<file path="src/rtl/i2cSeqPkg.sv">
package i2cSeqPkg;
  localparam int ByteW = 8;
  localparam int SlaveAddrW = 7;
  localparam int RxLanes = 2;

  typedef enum logic [4:0] {
    S_IDLE, S_WBUSY, S_START1, S_WSTART1, S_ADDRW, S_WADDRW, S_REG, S_WREG,
    S_DATA, S_WDATA, S_START2, S_WSTART2, S_ADDRR, S_WADDRR, S_RX1, S_WRX1,
    S_RX2, S_WRX2, S_STOP, S_FIN
  } seqState_e;

  typedef enum logic [1:0] {TX_ADDR_W, TX_REG, TX_DATA, TX_ADDR_R} txSel_e;

  typedef struct packed {
    logic latchCmd;
    txSel_e txSel;
    logic [RxLanes-1:0] capLane;
  } seqStrobe_t;
endpackage

</file>
<file path="src/rtl/i2cSeqCtrl.sv">
module i2cSeqCtrl
  import i2cSeqPkg::*;
#(
  parameter int TimeoutCycles = 1024
) (
  input  logic       clk,
  input  logic       rstN,
  input  logic       cmdStart,
  input  logic       isRead,
  input  logic       isTwo,
  input  logic       engBusy,
  input  logic       engStartEv,
  input  logic       engAddrAckEv,
  input  logic       engTxEmptyEv,
  input  logic       engTxDoneEv,
  input  logic       engRxEv,
  input  logic       engNack,
  output seqStrobe_t strobe,
  output logic       engStartReq,
  output logic       engStopReq,
  output logic       engTxReq,
  output logic       engRxReq,
  output logic       engRxAck,
  output logic       done,
  output logic       err
);
  localparam int CntW = $clog2(TimeoutCycles + 1);

  seqState_e state, nextState;
  logic [CntW-1:0] waitCnt;
  logic errFlag, setErr, waiting, expired;

  assign waiting = state inside {S_WBUSY, S_WSTART1, S_WADDRW, S_WREG, S_WDATA,
                                 S_WSTART2, S_WADDRR, S_WRX1, S_WRX2};
  assign expired = waiting && (waitCnt == CntW'(TimeoutCycles - 1));

  always_comb begin
    nextState   = state;
    setErr      = 1'b0;
    strobe      = '0;
    engStartReq = 1'b0;
    engStopReq  = 1'b0;
    engTxReq    = 1'b0;
    engRxReq    = 1'b0;
    engRxAck    = 1'b0;
    done        = 1'b0;
    err         = 1'b0;
    unique case (state)
      S_IDLE: begin
        strobe.latchCmd = cmdStart;
        if (cmdStart) nextState = S_WBUSY;
      end
      S_WBUSY:   if (!engBusy) nextState = S_START1;
      S_START1:  begin engStartReq = 1'b1; nextState = S_WSTART1; end
      S_WSTART1: if (engStartEv) nextState = S_ADDRW;
      S_ADDRW: begin
        engTxReq = 1'b1; strobe.txSel = TX_ADDR_W; nextState = S_WADDRW;
      end
      S_WADDRW: begin
        if (engNack) begin nextState = S_STOP; setErr = 1'b1; end
        else if (engAddrAckEv) nextState = S_REG;
      end
      S_REG: begin
        engTxReq = 1'b1; strobe.txSel = TX_REG; nextState = S_WREG;
      end
      S_WREG: begin
        if (engNack) begin nextState = S_STOP; setErr = 1'b1; end
        else if (isRead && engTxDoneEv) nextState = S_START2;
        else if (!isRead && engTxEmptyEv) nextState = S_DATA;
      end
      S_DATA: begin
        engTxReq = 1'b1; strobe.txSel = TX_DATA; nextState = S_WDATA;
      end
      S_WDATA: begin
        if (engNack) begin nextState = S_STOP; setErr = 1'b1; end
        else if (engTxDoneEv) nextState = S_STOP;
      end
      S_START2:  begin engStartReq = 1'b1; nextState = S_WSTART2; end
      S_WSTART2: if (engStartEv) nextState = S_ADDRR;
      S_ADDRR: begin
        engTxReq = 1'b1; strobe.txSel = TX_ADDR_R; nextState = S_WADDRR;
      end
      S_WADDRR: begin
        if (engNack) begin nextState = S_STOP; setErr = 1'b1; end
        else if (engAddrAckEv) nextState = S_RX1;
      end
      S_RX1: begin
        engRxReq = 1'b1; engRxAck = isTwo; nextState = S_WRX1;
      end
      S_WRX1: begin
        if (engRxEv) begin
          strobe.capLane[0] = 1'b1;
          nextState = isTwo ? S_RX2 : S_STOP;
        end
      end
      S_RX2:  begin engRxReq = 1'b1; engRxAck = 1'b0; nextState = S_WRX2; end
      S_WRX2: begin
        if (engRxEv) begin
          strobe.capLane[RxLanes-1] = 1'b1;
          nextState = S_STOP;
        end
      end
      S_STOP: begin engStopReq = 1'b1; nextState = S_FIN; end
      S_FIN:  begin done = 1'b1; err = errFlag; nextState = S_IDLE; end
      default: nextState = S_IDLE;
    endcase
    // the awaited event has priority over expiry of the wait limit
    if (expired && nextState == state) begin
      nextState = S_STOP;
      setErr    = 1'b1;
    end
  end

  always_ff @(posedge clk) begin
    if (!rstN) begin
      state   <= S_IDLE;
      waitCnt <= '0;
      errFlag <= 1'b0;
    end else begin
      state <= nextState;
      if (nextState != state) waitCnt <= '0;
      else if (waiting)       waitCnt <= waitCnt + 1'b1;
      if (strobe.latchCmd) errFlag <= 1'b0;
      else if (setErr)     errFlag <= 1'b1;
    end
  end
endmodule

</file>
<file path="src/rtl/i2cSeqDpath.sv">
module i2cSeqDpath
  import i2cSeqPkg::*;
(
  input  logic                     clk,
  input  logic                     rstN,
  input  seqStrobe_t               strobe,
  input  logic                     cmdRead,
  input  logic                     cmdTwo,
  input  logic [SlaveAddrW-1:0]    cmdSlave,
  input  logic [ByteW-1:0]         cmdReg,
  input  logic [ByteW-1:0]         cmdWrData,
  input  logic [ByteW-1:0]         engRxData,
  output logic                     isRead,
  output logic                     isTwo,
  output logic [ByteW-1:0]         engTxData,
  output logic [RxLanes*ByteW-1:0] rdData
);
  logic [SlaveAddrW-1:0] slaveQ;
  logic [ByteW-1:0] regQ, wrQ;

  always_ff @(posedge clk) begin
    if (!rstN) begin
      slaveQ <= '0; regQ <= '0; wrQ <= '0; isRead <= 1'b0; isTwo <= 1'b0;
    end else if (strobe.latchCmd) begin
      slaveQ <= cmdSlave; regQ <= cmdReg; wrQ <= cmdWrData;
      isRead <= cmdRead;  isTwo <= cmdTwo;
    end
  end

  for (genvar ln = 0; ln < RxLanes; ln++) begin : g_lane
    always_ff @(posedge clk) begin
      if (!rstN || strobe.latchCmd) rdData[ln*ByteW +: ByteW] <= '0;
      else if (strobe.capLane[ln])  rdData[ln*ByteW +: ByteW] <= engRxData;
    end
  end

  always_comb begin
    unique case (strobe.txSel)
      TX_ADDR_W: engTxData = {slaveQ, 1'b0};
      TX_ADDR_R: engTxData = {slaveQ, 1'b1};
      TX_REG:    engTxData = regQ;
      default:   engTxData = wrQ;
    endcase
  end
endmodule

</file>
<file path="src/rtl/i2cRegSeq.sv">
module i2cRegSeq
  import i2cSeqPkg::*;
#(
  parameter int TimeoutCycles = 1024
) (
  input  logic        clk,
  input  logic        rstN,
  input  logic        cmdStart,
  input  logic        cmdRead,
  input  logic        cmdTwo,
  input  logic [6:0]  cmdSlave,
  input  logic [7:0]  cmdReg,
  input  logic [7:0]  cmdWrData,
  input  logic        engBusy,
  input  logic        engStartEv,
  input  logic        engAddrAckEv,
  input  logic        engTxEmptyEv,
  input  logic        engTxDoneEv,
  input  logic        engRxEv,
  input  logic [7:0]  engRxData,
  input  logic        engNack,
  output logic        engStartReq,
  output logic        engStopReq,
  output logic        engTxReq,
  output logic [7:0]  engTxData,
  output logic        engRxReq,
  output logic        engRxAck,
  output logic        done,
  output logic        err,
  output logic [15:0] rdData
);
  seqStrobe_t strobe;
  logic isRead, isTwo;

  i2cSeqCtrl #(.TimeoutCycles(TimeoutCycles)) i_ctrl (
    .clk(clk), .rstN(rstN), .cmdStart(cmdStart), .isRead(isRead), .isTwo(isTwo),
    .engBusy(engBusy), .engStartEv(engStartEv), .engAddrAckEv(engAddrAckEv),
    .engTxEmptyEv(engTxEmptyEv), .engTxDoneEv(engTxDoneEv), .engRxEv(engRxEv),
    .engNack(engNack), .strobe(strobe), .engStartReq(engStartReq),
    .engStopReq(engStopReq), .engTxReq(engTxReq), .engRxReq(engRxReq),
    .engRxAck(engRxAck), .done(done), .err(err)
  );

  i2cSeqDpath i_dpath (
    .clk(clk), .rstN(rstN), .strobe(strobe), .cmdRead(cmdRead), .cmdTwo(cmdTwo),
    .cmdSlave(cmdSlave), .cmdReg(cmdReg), .cmdWrData(cmdWrData),
    .engRxData(engRxData), .isRead(isRead), .isTwo(isTwo),
    .engTxData(engTxData), .rdData(rdData)
  );
endmodule

</file>
<file path="config.mk">
export PLATFORM = sky130hd
export DESIGN_NAME = i2cRegSeq
export DESIGN_NICKNAME = d
export VERILOG_FILES = /design/src/rtl/i2cSeqPkg.sv /design/src/rtl/i2cSeqCtrl.sv /design/src/rtl/i2cSeqDpath.sv /design/src/rtl/i2cRegSeq.sv
export SDC_FILE = /design/constraint.sdc
export NUM_CORES = 1
export LEC_CHECK = 0
export ABC_AREA = 1
export CAP_MARGIN = 15
export CELL_PAD_IN_SITES_DETAIL_PLACEMENT = 1
export CELL_PAD_IN_SITES_GLOBAL_PLACEMENT = 1
export CORE_MARGIN = 3
export CORE_UTILIZATION = 29
export DETAILED_ROUTE_END_ITERATION = 10
export DONT_BUFFER_PORTS = 1
export GPL_ROUTABILITY_DRIVEN = 0
export PLACE_DENSITY_LB_ADDON = 0.1
export SLEW_MARGIN = 0
export SYNTH_ARGS = -nofsm -noshare
export SYNTH_HDL_FRONTEND = slang
export SYNTH_SLANG_ARGS = --single-unit
export TNS_END_PERCENT = 1
</file>
<file path="constraint.sdc">
create_clock -name clk -period 2.4 [get_ports clk]
set_input_delay 0 -clock clk [delete_from_list [all_inputs] [get_ports clk]]
set_output_delay 0 -clock clk [all_outputs]
set_load 0.005 [all_outputs]
</file>
Word-level counts from Yosys, hierarchy flattened
Cells that the tools add are included.
{"block": "classes", "addsub": 1, "mul": 0, "n_div": 0, "magnitude_cmp": 0, "eq_ne": 24, "n_shift": 0, "muxes": 34, "bitwise_logic": 1, "n_reduce_logical": 16}
{"operator": "5-bit one-hot mux with 19 select lines", "count": 1}
{"operator": "5-bit 2-to-1 mux", "count": 16}
{"operator": "5-bit by 4-bit equality test with 1-bit output, second input constant", "count": 8}
{"operator": "8-bit one-hot mux with 3 select lines", "count": 1}
{"operator": "5-bit by 3-bit equality test with 1-bit output, second input constant", "count": 4}
{"operator": "5-bit equality test, second input constant", "count": 4}
{"operator": "1-bit 2-to-1 mux", "count": 14}
{"operator": "11-bit by 1-bit adder with 11-bit output, second input constant", "count": 1}
{"operator": "11-bit by 10-bit equality test with 1-bit output, second input constant", "count": 1}
{"operator": "5-bit by 2-bit equality test with 1-bit output, second input constant", "count": 2}
{"operator": "9-bit nonzero test", "count": 1}
{"operator": "2-bit OR reduction", "count": 4}
{"operator": "4-bit OR reduction", "count": 2}
{"operator": "2-bit one-hot mux with 3 select lines", "count": 1}
{"operator": "5-bit by 1-bit equality test with 1-bit output, second input constant", "count": 1}
{"operator": "5-bit equality test", "count": 1}
{"operator": "5-bit logical NOT", "count": 1}
{"operator": "5-bit != test", "count": 1}
{"operator": "1-bit logical AND", "count": 4}
{"operator": "2-bit by 1-bit equality test with 1-bit output, second input constant", "count": 1}
{"operator": "2-bit equality test, second input constant", "count": 1}
{"operator": "1-bit logical NOT", "count": 2}
{"operator": "2-bit logical NOT", "count": 1}
{"operator": "2-bit 2-to-1 mux", "count": 1}
{"operator": "2 further kinds", "count": 2}
{"block": "totals", "ff_bits": 58, "latchBits": 0, "ram_bits": 0, "mem_bits_ro": 0, "in_bits": 43, "out_inout_bits": 31, "elab_cells": 86, "n_memories": 0}

Longest topological paths before layout
Gate-level depths: netlist of run 1.
{"block": "depth", "depth_word": 11, "depth_mapped": 15, "ltp_nobuf": 14}

Cells and area by module
A second synthesis of run 1 with hierarchy kept.
{"block": "hier_totals", "hier_cells": 459, "area_unflattened_um2": 3218.1}
{"module": "i2cSeqDpath", "n_inst": 1, "cells_per_inst": 228, "area_each_um2": 1706.6, "seq_area_each_um2": 820.8}
{"module": "i2cSeqCtrl", "n_inst": 1, "cells_per_inst": 231, "area_each_um2": 1511.4, "seq_area_each_um2": 340.3}

Least setup slack after synthesis of run 1
No wires, ideal clock.
{"block": "synth_timing", "path_type": "register to register", "startpoint": "register i_ctrl.state[1]", "endpoint": "register i_ctrl.waitCnt[1]", "setup_ns": 0.117, "t_arrival_ns": 1.548, "t_required_ns": 2.283, "slack_ns": 0.736, "stages_incl_launch_ff": 15, "path_buffers": 2, "period_less_slack_ns": 1.664, "path_cell_list": "dfxtp_1 > buf_4 > nand2_4 > inv_2 > nand3_2 > clkinv_2 > nand2_4 > nand4_2 > nand2_2 > nand3_2 > inv_2 > nand2_2 > nand2_2 > buf_6 > nor2_2"}
{"block": "synth_via", "elab_chain_cells": 9, "elab_cells_between_ends": 42, "cone_classes": "eq/ne (20); mux (17); reduce/logical (5)"}
{"element": "from (decl)", "line": "i2cSeqCtrl.sv:29", "text": "seqState_e state, nextState;"}
{"element": "from (signal assigned)", "line": "i2cSeqCtrl.sv:120", "text": "state <= nextState;"}
{"element": "5-bit 2-to-1 mux", "line": "i2cSeqCtrl.sv:69", "text": "else if (!isRead && engTxEmptyEv) nextState = S_DATA;"}
{"element": "5-bit 2-to-1 mux", "line": "i2cSeqCtrl.sv:68", "text": "else if (isRead && engTxDoneEv) nextState = S_START2;"}
{"element": "5-bit 2-to-1 mux", "line": "i2cSeqCtrl.sv:67", "text": "if (engNack) begin nextState = S_STOP; setErr = 1'b1; end"}
{"element": "5-bit one-hot mux with 19 select lines", "line": "i2cSeqCtrl.sv:48", "text": "unique case (state)"}
{"element": "5-bit equality test", "line": "i2cSeqCtrl.sv:108", "text": "if (expired && nextState == state) begin"}
{"element": "1-bit logical AND", "line": "i2cSeqCtrl.sv:108"}
{"element": "5-bit 2-to-1 mux", "line": "i2cSeqCtrl.sv:108"}
{"element": "5-bit != test", "line": "i2cSeqCtrl.sv:121", "text": "if (nextState != state) waitCnt <= '0;"}
{"element": "2-bit OR reduction (no line)"}
{"element": "to (signal assigned)", "line": "i2cSeqCtrl.sv:122", "text": "else if (waiting) waitCnt <= waitCnt + 1'b1;"}
{"element": "to (decl)", "line": "i2cSeqCtrl.sv:30", "text": "logic [CntW-1:0] waitCnt;"}
Parallel ways exist; a longest one is shown, timed or not.
A chain may end at the register's enable or synchronous reset.

Final worst setup path of run 1
{"block": "layout_timing", "startpoint": "register i_ctrl.state[0]", "endpoint": "register i_ctrl.waitCnt[7]"}
The elaborated chain is that of the path after synthesis.

==> impl_metrics.toml, run 1 <==
[run_status]
status = "finished, final reports clean"

[clocking]
cts_tree = "yes"
clockBufferDepth = 2
cts_htree_levels = 3
clk_pin_slew_worst_paths_ns = 0.08
cts.sinks = 58
cts_inserted_buffers = 9
cts_root_buffer = "clkbuf_8"
clk_latency_ns = 0.34

[floorplan]
num_rows = 37
fp.coreArea_mm2 = 0.01042
top_level_ports = 74
dieArea_mm2 = 0.01207
die_h_um = 109.9
start_util = 0.3004
die_w_um = 109.9

[global_routing]
grt_pass1_vias = 3032
antenna_found_initial = 0
busiest_layer = "met2"
grtUsageMet2 = 0.2756
met1_usage = 0.2220
overflow = 0
track_usage = 0.1705
grt_max_degree = 30
grt_pass1_wl_um = 15750
met3_usage = 0.05050

[yosys]
ys_seq_area_frac = 0.3711
yosysUniqueCellTypes = 34
syn_nets = 502
syn_area_per_cell_um2 = 6.832
syn_inst = 458
ys_warn_count = 0
syn_area_mm2 = 0.003129
yosys_register_bits = 58

[critical_path]
crit_type = "flop to flop"
critPathMaxFanout = 11
endpoint_kind = "flop"
r2r_slack_ns = 0.21
r2r_cells = 12
startpoint_type = "flop"
crit_path_max_incr_delay_ns = 0.43
reg2reg_to = "i_ctrl.waitCnt[7]"
reg2reg_from = "i_ctrl.state[0]"
path_buf_inv = 2
critPathArrivalTime_ns = 2.41
worst_ep_required_time_ns = 2.62
path_cells = "buf_4, nor2_1, buf_4, nand2_4, nand3_2, nor2_2, nand3_1, nand2_1, nand2_1, nor2_2, nand2_2, nor2_1"
critical_path.top_delay_family = "simple AND/OR/NAND/NOR gates"
cp_slowest_cell = "dfxtp_1"

[placement]
dp_hpwl_um = 7162
portBuffers = 0
place_inst = 585

[power_and_ir_drop]
switchingPower_uw = 769.3
power_uw = 2557
netSwitchingFraction = 0.3009
seqPwrFrac = 0.424
p_leak_uw = 0.001546
ir_worst_vdd_mv = 0.3600
p_int_uw = 1788
combPwrFrac = 0.185
powerDensity_mw_per_mm2 = 659.9
pwr-share-clk = 0.390

[route]
avgViaCountPerCell = 4.783
drt-initial-drc-count = 121
antenna_left = 0
wl_per_cell_um = 15.27
drt_pass1_iterations = 4
vias = 3061
routed_wl_um = 9775
drc_errors = 0

[job]
cap_violations = 0

[worst_hold_path]
min_path_type = "primary input to flop"
hold_start = "engBusy"
holdPathEnd = "i_ctrl.state[0]"
hold_path_depth = 6

[timing]
fin_crit_ns = 2.191
period_share = 0.9128
tns_ns = 0
setup_viol = 0
clock_skew_ns = 0.01064
worst_pin_slew_ns = 0.8622
slew_viol_final = 0
hold_viol = 0
rsz0062_at_grt = "false"
max_slew_margin = 0.4233
fmax_mhz = 456.5

[cells_and_area]
final_cell_mix = "nand2_1, nor2_1, dfxtp_1, o21ai_0, dlygate4sd3_1"
final_common_cell = "nand2_1"
drive_gt1_frac = 0.1587
final.fill_count = 1364
area_delta_synth_final_pct = 23.83
fin_nets = 543
antenna_cells = 0
layout.cells.non_filler = 640
## synth_stat cells, drive strengths merged
cell type | number | area share
nand4 | 13 | 0.028
clkbuf | 7 | 0.0084
clkinv | 1 | 0.0016
and2 | 1 | 0.0020
nor3 | 6 | 0.013
dfxtp | 58 | 0.37
buf | 9 | 0.020
nor2 | 107 | 0.15
o2111ai | 1 | 0.0028
xnor2 | 4 | 0.011
mux2i | 1 | 0.0032
a211oi | 1 | 0.0024
o21ai | 44 | 0.072
a21oi | 21 | 0.034
inv | 41 | 0.050
xor2 | 4 | 0.011
nand3 | 38 | 0.075
ha | 1 | 0.0040
o211ai | 1 | 0.0024
nand2 | 98 | 0.13
nand3b | 1 | 0.0024
## power groups by stage
| stage | Combinational (uW) | Clock (uW) | Sequential [uW] |
|---|---|---|---|
| 6_report | 474 | 998 | 1090 |
| 5_1_grt | 541 | 1090 | 1100 |
| 4_1_cts | 478 | 1040 | 1090 |
| 3_5_place_dp | 419 | 0 | 1110 |
| 3_3_place_gp | 417 | 0 | 1110 |
| 2_1_floorplan | 349 | 0 | 1080 |
## worst max path at each step
| stage | depth (start not counted) | from | slack (ns) | endpoint |
|---|---|---|---|---|
| floorplan | 14 | i_ctrl.state[1] | 0.74 | i_ctrl.waitCnt[1] |
| global placement | 12 | i_ctrl.state[0] | 0.21 | i_ctrl.waitCnt[7] |
| detailed placement | 11 | i_ctrl.state[1] | 0.20 | i_ctrl.waitCnt[7] |
| CTS | 12 | i_ctrl.state[0] | 0.18 | i_ctrl.waitCnt[3] |
| global route | 12 | i_ctrl.state[0] | 0.003 | i_ctrl.waitCnt[3] |
| finish | 12 | i_ctrl.state[0] | 0.21 | i_ctrl.waitCnt[7] |
## worst register-to-register path, cell delays in order (launching register included)
cell	delay (ns)
dfxtp_1	0.43
buf_4	0.21
nor2_1	0.36
buf_4	0.21
nand2_4	0.10
nand3_2	0.11
nor2_2	0.05
nand3_1	0.10
nand2_1	0.06
nand2_1	0.08
nor2_2	0.04
nand2_2	0.27
nor2_1	0.07
## per-stage QoR
| step | util | hold slack [ns] | area [um^2] | setup WS [ns] |
|---|---|---|---|---|
| after global routing | 0.3720 | 0.1286 | 3875 | 0.002876 |
| after floorplan | - | 0.1643 | 3129 | 0.7357 |
| final | 0.3720 | 0.08236 | 3875 | 0.2094 |
| after CTS | 0.3719 | 0.05740 | 3874 | 0.1839 |
| after detailed placement | 0.3134 | 0.1155 | 3264 | 0.2049 |
| after global placement | 0.3134 | 0.1075 | 3264 | 0.2144 |
## metal layers
layer	routed length, um	part of all wire
met1	4542	0.46
met2	4586	0.47
met3	552	0.056
met4	94	0.0096
met5	0	0
## sequential cells by signal, indices dropped and copies added (netlist names)
register	count
i_dpath.rdData	16
i_dpath.slaveQ	7
i_ctrl.waitCnt	11
i_dpath.wrQ	8
i_ctrl.state	5
i_dpath.regQ	8
i_ctrl.errFlag	1
i_dpath.isTwo	1
i_dpath.isRead	1
## area by class of cell
| type | instances | area, um^2 | share of cell area |
|---|---|---|---|
| repair buffers | 46 | 442.9 | 0.1143 |
| flip-flops and latches | 58 | 1162 | 0.3000 |
| clock inverters | 6 | 91.34 | 0.02357 |
| multi-input cells | 342 | 1719 | 0.4437 |
| inverters | 42 | 161.4 | 0.04165 |
| clock buffers | 10 | 127.6 | 0.03293 |
| well taps | 136 | 170.2 | 0.04391 |
## cell families (layout without fill, tap and decap cells)
kind of cell | count (synthesis) | in the layout | synth area share
simple gates | 264 | 264 | 0.4070
buf+inv | 58 | 104 | 0.07957
mux | 1 | 1 | 0.003199
flops | 58 | 58 | 0.3711
compound gates | 68 | 68 | 0.1128
fa+ha+maj | 1 | 1 | 0.003998
xor+xnor | 8 | 8 | 0.02239
## repair_timing
| item | 4_1_cts | 5_1_grt |
|---|---|---|
| hold buffers | 39 | 0 |
| setup buffers | 0 | 0 |
| gates resized for setup | 0 | 1 |
| endpoints found under the setup margin | 0 | 10 |
| hold endpoints to repair | 47 | 0 |
(Power assumes the default switching activity.)
==> inputs of run 2 (changes only) <==
--- a/config.mk
+++ b/config.mk
@@ -11,11 +11,12 @@
 export CELL_PAD_IN_SITES_GLOBAL_PLACEMENT = 1
 export CORE_MARGIN = 3
 export CORE_UTILIZATION = 29
+export CTS_BUF_LIST = sky130_fd_sc_hd__clkbuf_8
 export DETAILED_ROUTE_END_ITERATION = 10
 export DONT_BUFFER_PORTS = 1
 export GPL_ROUTABILITY_DRIVEN = 0
 export PLACE_DENSITY_LB_ADDON = 0.1
-export SLEW_MARGIN = 0
+export SLEW_MARGIN = 10
 export SYNTH_ARGS = -nofsm -noshare
 export SYNTH_HDL_FRONTEND = slang
 export SYNTH_SLANG_ARGS = --single-unit
==> run 2 against run 1 <==
Net effect: worst setup slack about the same; clock power is essentially flat; clock-buffer cell count shrank 1; sequential cell count unchanged; largest cell class unchanged; largest power group unchanged.
==> impl_metrics.toml, run 2 (same netlist as run 1, synthesis figures left out) <==
[power_and_ir_drop]
seqPwrFrac = 0.425
p_leak_uw = 0.001550
powerDensity_mw_per_mm2 = 659.0
combPwrFrac = 0.185
pwr-share-clk = 0.390
p_int_uw = 1784
switchingPower_uw = 769.9
netSwitchingFraction = 0.3015
ir_worst_vdd_mv = 0.3600

[floorplan]
fp.coreArea_mm2 = 0.01042
num_rows = 37
die_w_um = 109.9
top_level_ports = 74
dieArea_mm2 = 0.01207
start_util = 0.3004
die_h_um = 109.9

[global_routing]
grt_pass1_wl_um = 15750
track_usage = 0.1705
overflow = 0
antenna_found_initial = 0
grt_pass1_vias = 3032
grt_max_degree = 30

[critical_path]
critPathMaxFanout = 11
worst_ep_required_time_ns = 2.62
startpoint_type = "flop"
crit_type = "flop to flop"
critPathArrivalTime_ns = 2.42
endpoint_kind = "flop"

[placement]
portBuffers = 0
dp_hpwl_um = 7162
place_area_mm2 = 0.003264

[run_status]
status = "finished, final reports clean"

[route]
antenna_left = 0
drc_errors = 0
wl_per_cell_um = 15.28
vias = 3061
drt-initial-drc-count = 127
drt_pass1_iterations = 4
avgViaCountPerCell = 4.783
routed_wl_um = 9776

[timing]
slew_viol_final = 0
rsz0062_at_grt = "false"
worst_pin_slew_ns = 0.8622
max_slew_margin = 0.4233
period_share = 0.9127
clock_skew_ns = 0.01113
whs_ns = 0.08186
tns_ns = 0
fmax_mhz = 456.5
hold_viol = 0
fin_crit_ns = 2.191
setup_viol = 0

[clocking]
clk_pin_slew_worst_paths_ns = 0.08
clockBufferDepth = 2
cts_htree_levels = 3
cts_tree = "yes"
cts_inserted_buffers = 9
clk_latency_ns = 0.34
cts_root_buffer = "clkbuf_8"
cts.sinks = 58

[cells_and_area]
largestRegisters = "i_dpath.rdData x16, i_ctrl.waitCnt x11"
drive_gt1_frac = 0.1587
final_common_cell = "nand2_1"
largest_reg_flops = 16
area_delta_synth_final_pct = 23.83
antenna_cells = 0
postLayoutCellArea_mm2 = 0.003875
regMostFlops = "i_dpath.rdData"
fin_nets = 543
final_cell_mix = "nand2_1, nor2_1, dfxtp_1, o21ai_0, dlygate4sd3_1"

[job]
cap_violations = 0

[worst_hold_path]
min_path_type = "primary input to flop"
==> run 2: per-stage QoR <==
step	util	cells	setup WS, ns	total power [uW]
6_report	0.3720	640	0.2094	2553
5_1_grt	0.3720	640	0.002480	2719
4_1_cts	0.3719	640	0.1824	2603
3_5_place_dp	0.3134	585	0.2049	1527
3_3_place_gp	0.3134	585	0.2144	1524
2_1_floorplan	-	458	0.7357	1431
==> run 2: final cells by class <==
type | instances | area (um^2)
multi-input combinational | 342 | 1719
sequential | 58 | 1162
inverter | 42 | 161.4
timing repair buffer | 46 | 442.9
tap | 136 | 170.2
clock inverter | 7 | 95.09
fill | 1364 | 6541
clock buffer | 9 | 123.9
==> run 2: routing by layer <==
layer | track usage | up-vias | share of wire
met3 | 0.05050 | 7 | 0.056
met5 | 0 | - | 0
li1 | - | 1562 | -
met1 | 0.2220 | 1438 | 0.46
met4 | 0.04274 | 0 | 0.0096
met2 | 0.2756 | 54 | 0.47
==> run 2: path summary, 6_finish.rpt <==
path	startpoint	endpoint	slack, ns	cells after the start
min	engBusy	i_ctrl.state[0]	0.08	6
max	i_ctrl.state[0]	i_ctrl.waitCnt[7]	0.21	12
min reg2reg	i_dpath.slaveQ[6]	i_dpath.slaveQ[6]	0.49	2
max reg2reg	i_ctrl.state[0]	i_ctrl.waitCnt[7]	0.21	12
==> run 2: power groups by stage <==
stage               Clock, uW  Sequential, uW  Combinational [uW]
floorplan                   0            1080                 349
global placement            0            1110                 417
detailed placement          0            1110                 419
global route             1080            1100                 541
CTS                      1040            1090                 478
finish                    995            1090                 474
==> run 2: critical path: stages, from the launching register on <==
cell,delay [ns]
dfxtp_1,0.43
buf_4,0.21
nor2_1,0.36
buf_4,0.21
nand2_4,0.10
nand3_2,0.11
nor2_2,0.05
nand3_1,0.10
nand2_1,0.06
nand2_1,0.08
nor2_2,0.04
nand2_2,0.27
nor2_1,0.07
==> run 2: what timing repair did <==
| item | in CTS | in global routing |
|---|---|---|
| endpoints found under the hold margin | 47 | 0 |
| gates resized for setup | 0 | 1 |
| hold buffers | 39 | 0 |
| endpoints found under the setup margin | 0 | 10 |
| buffers inserted | 0 | 0 |
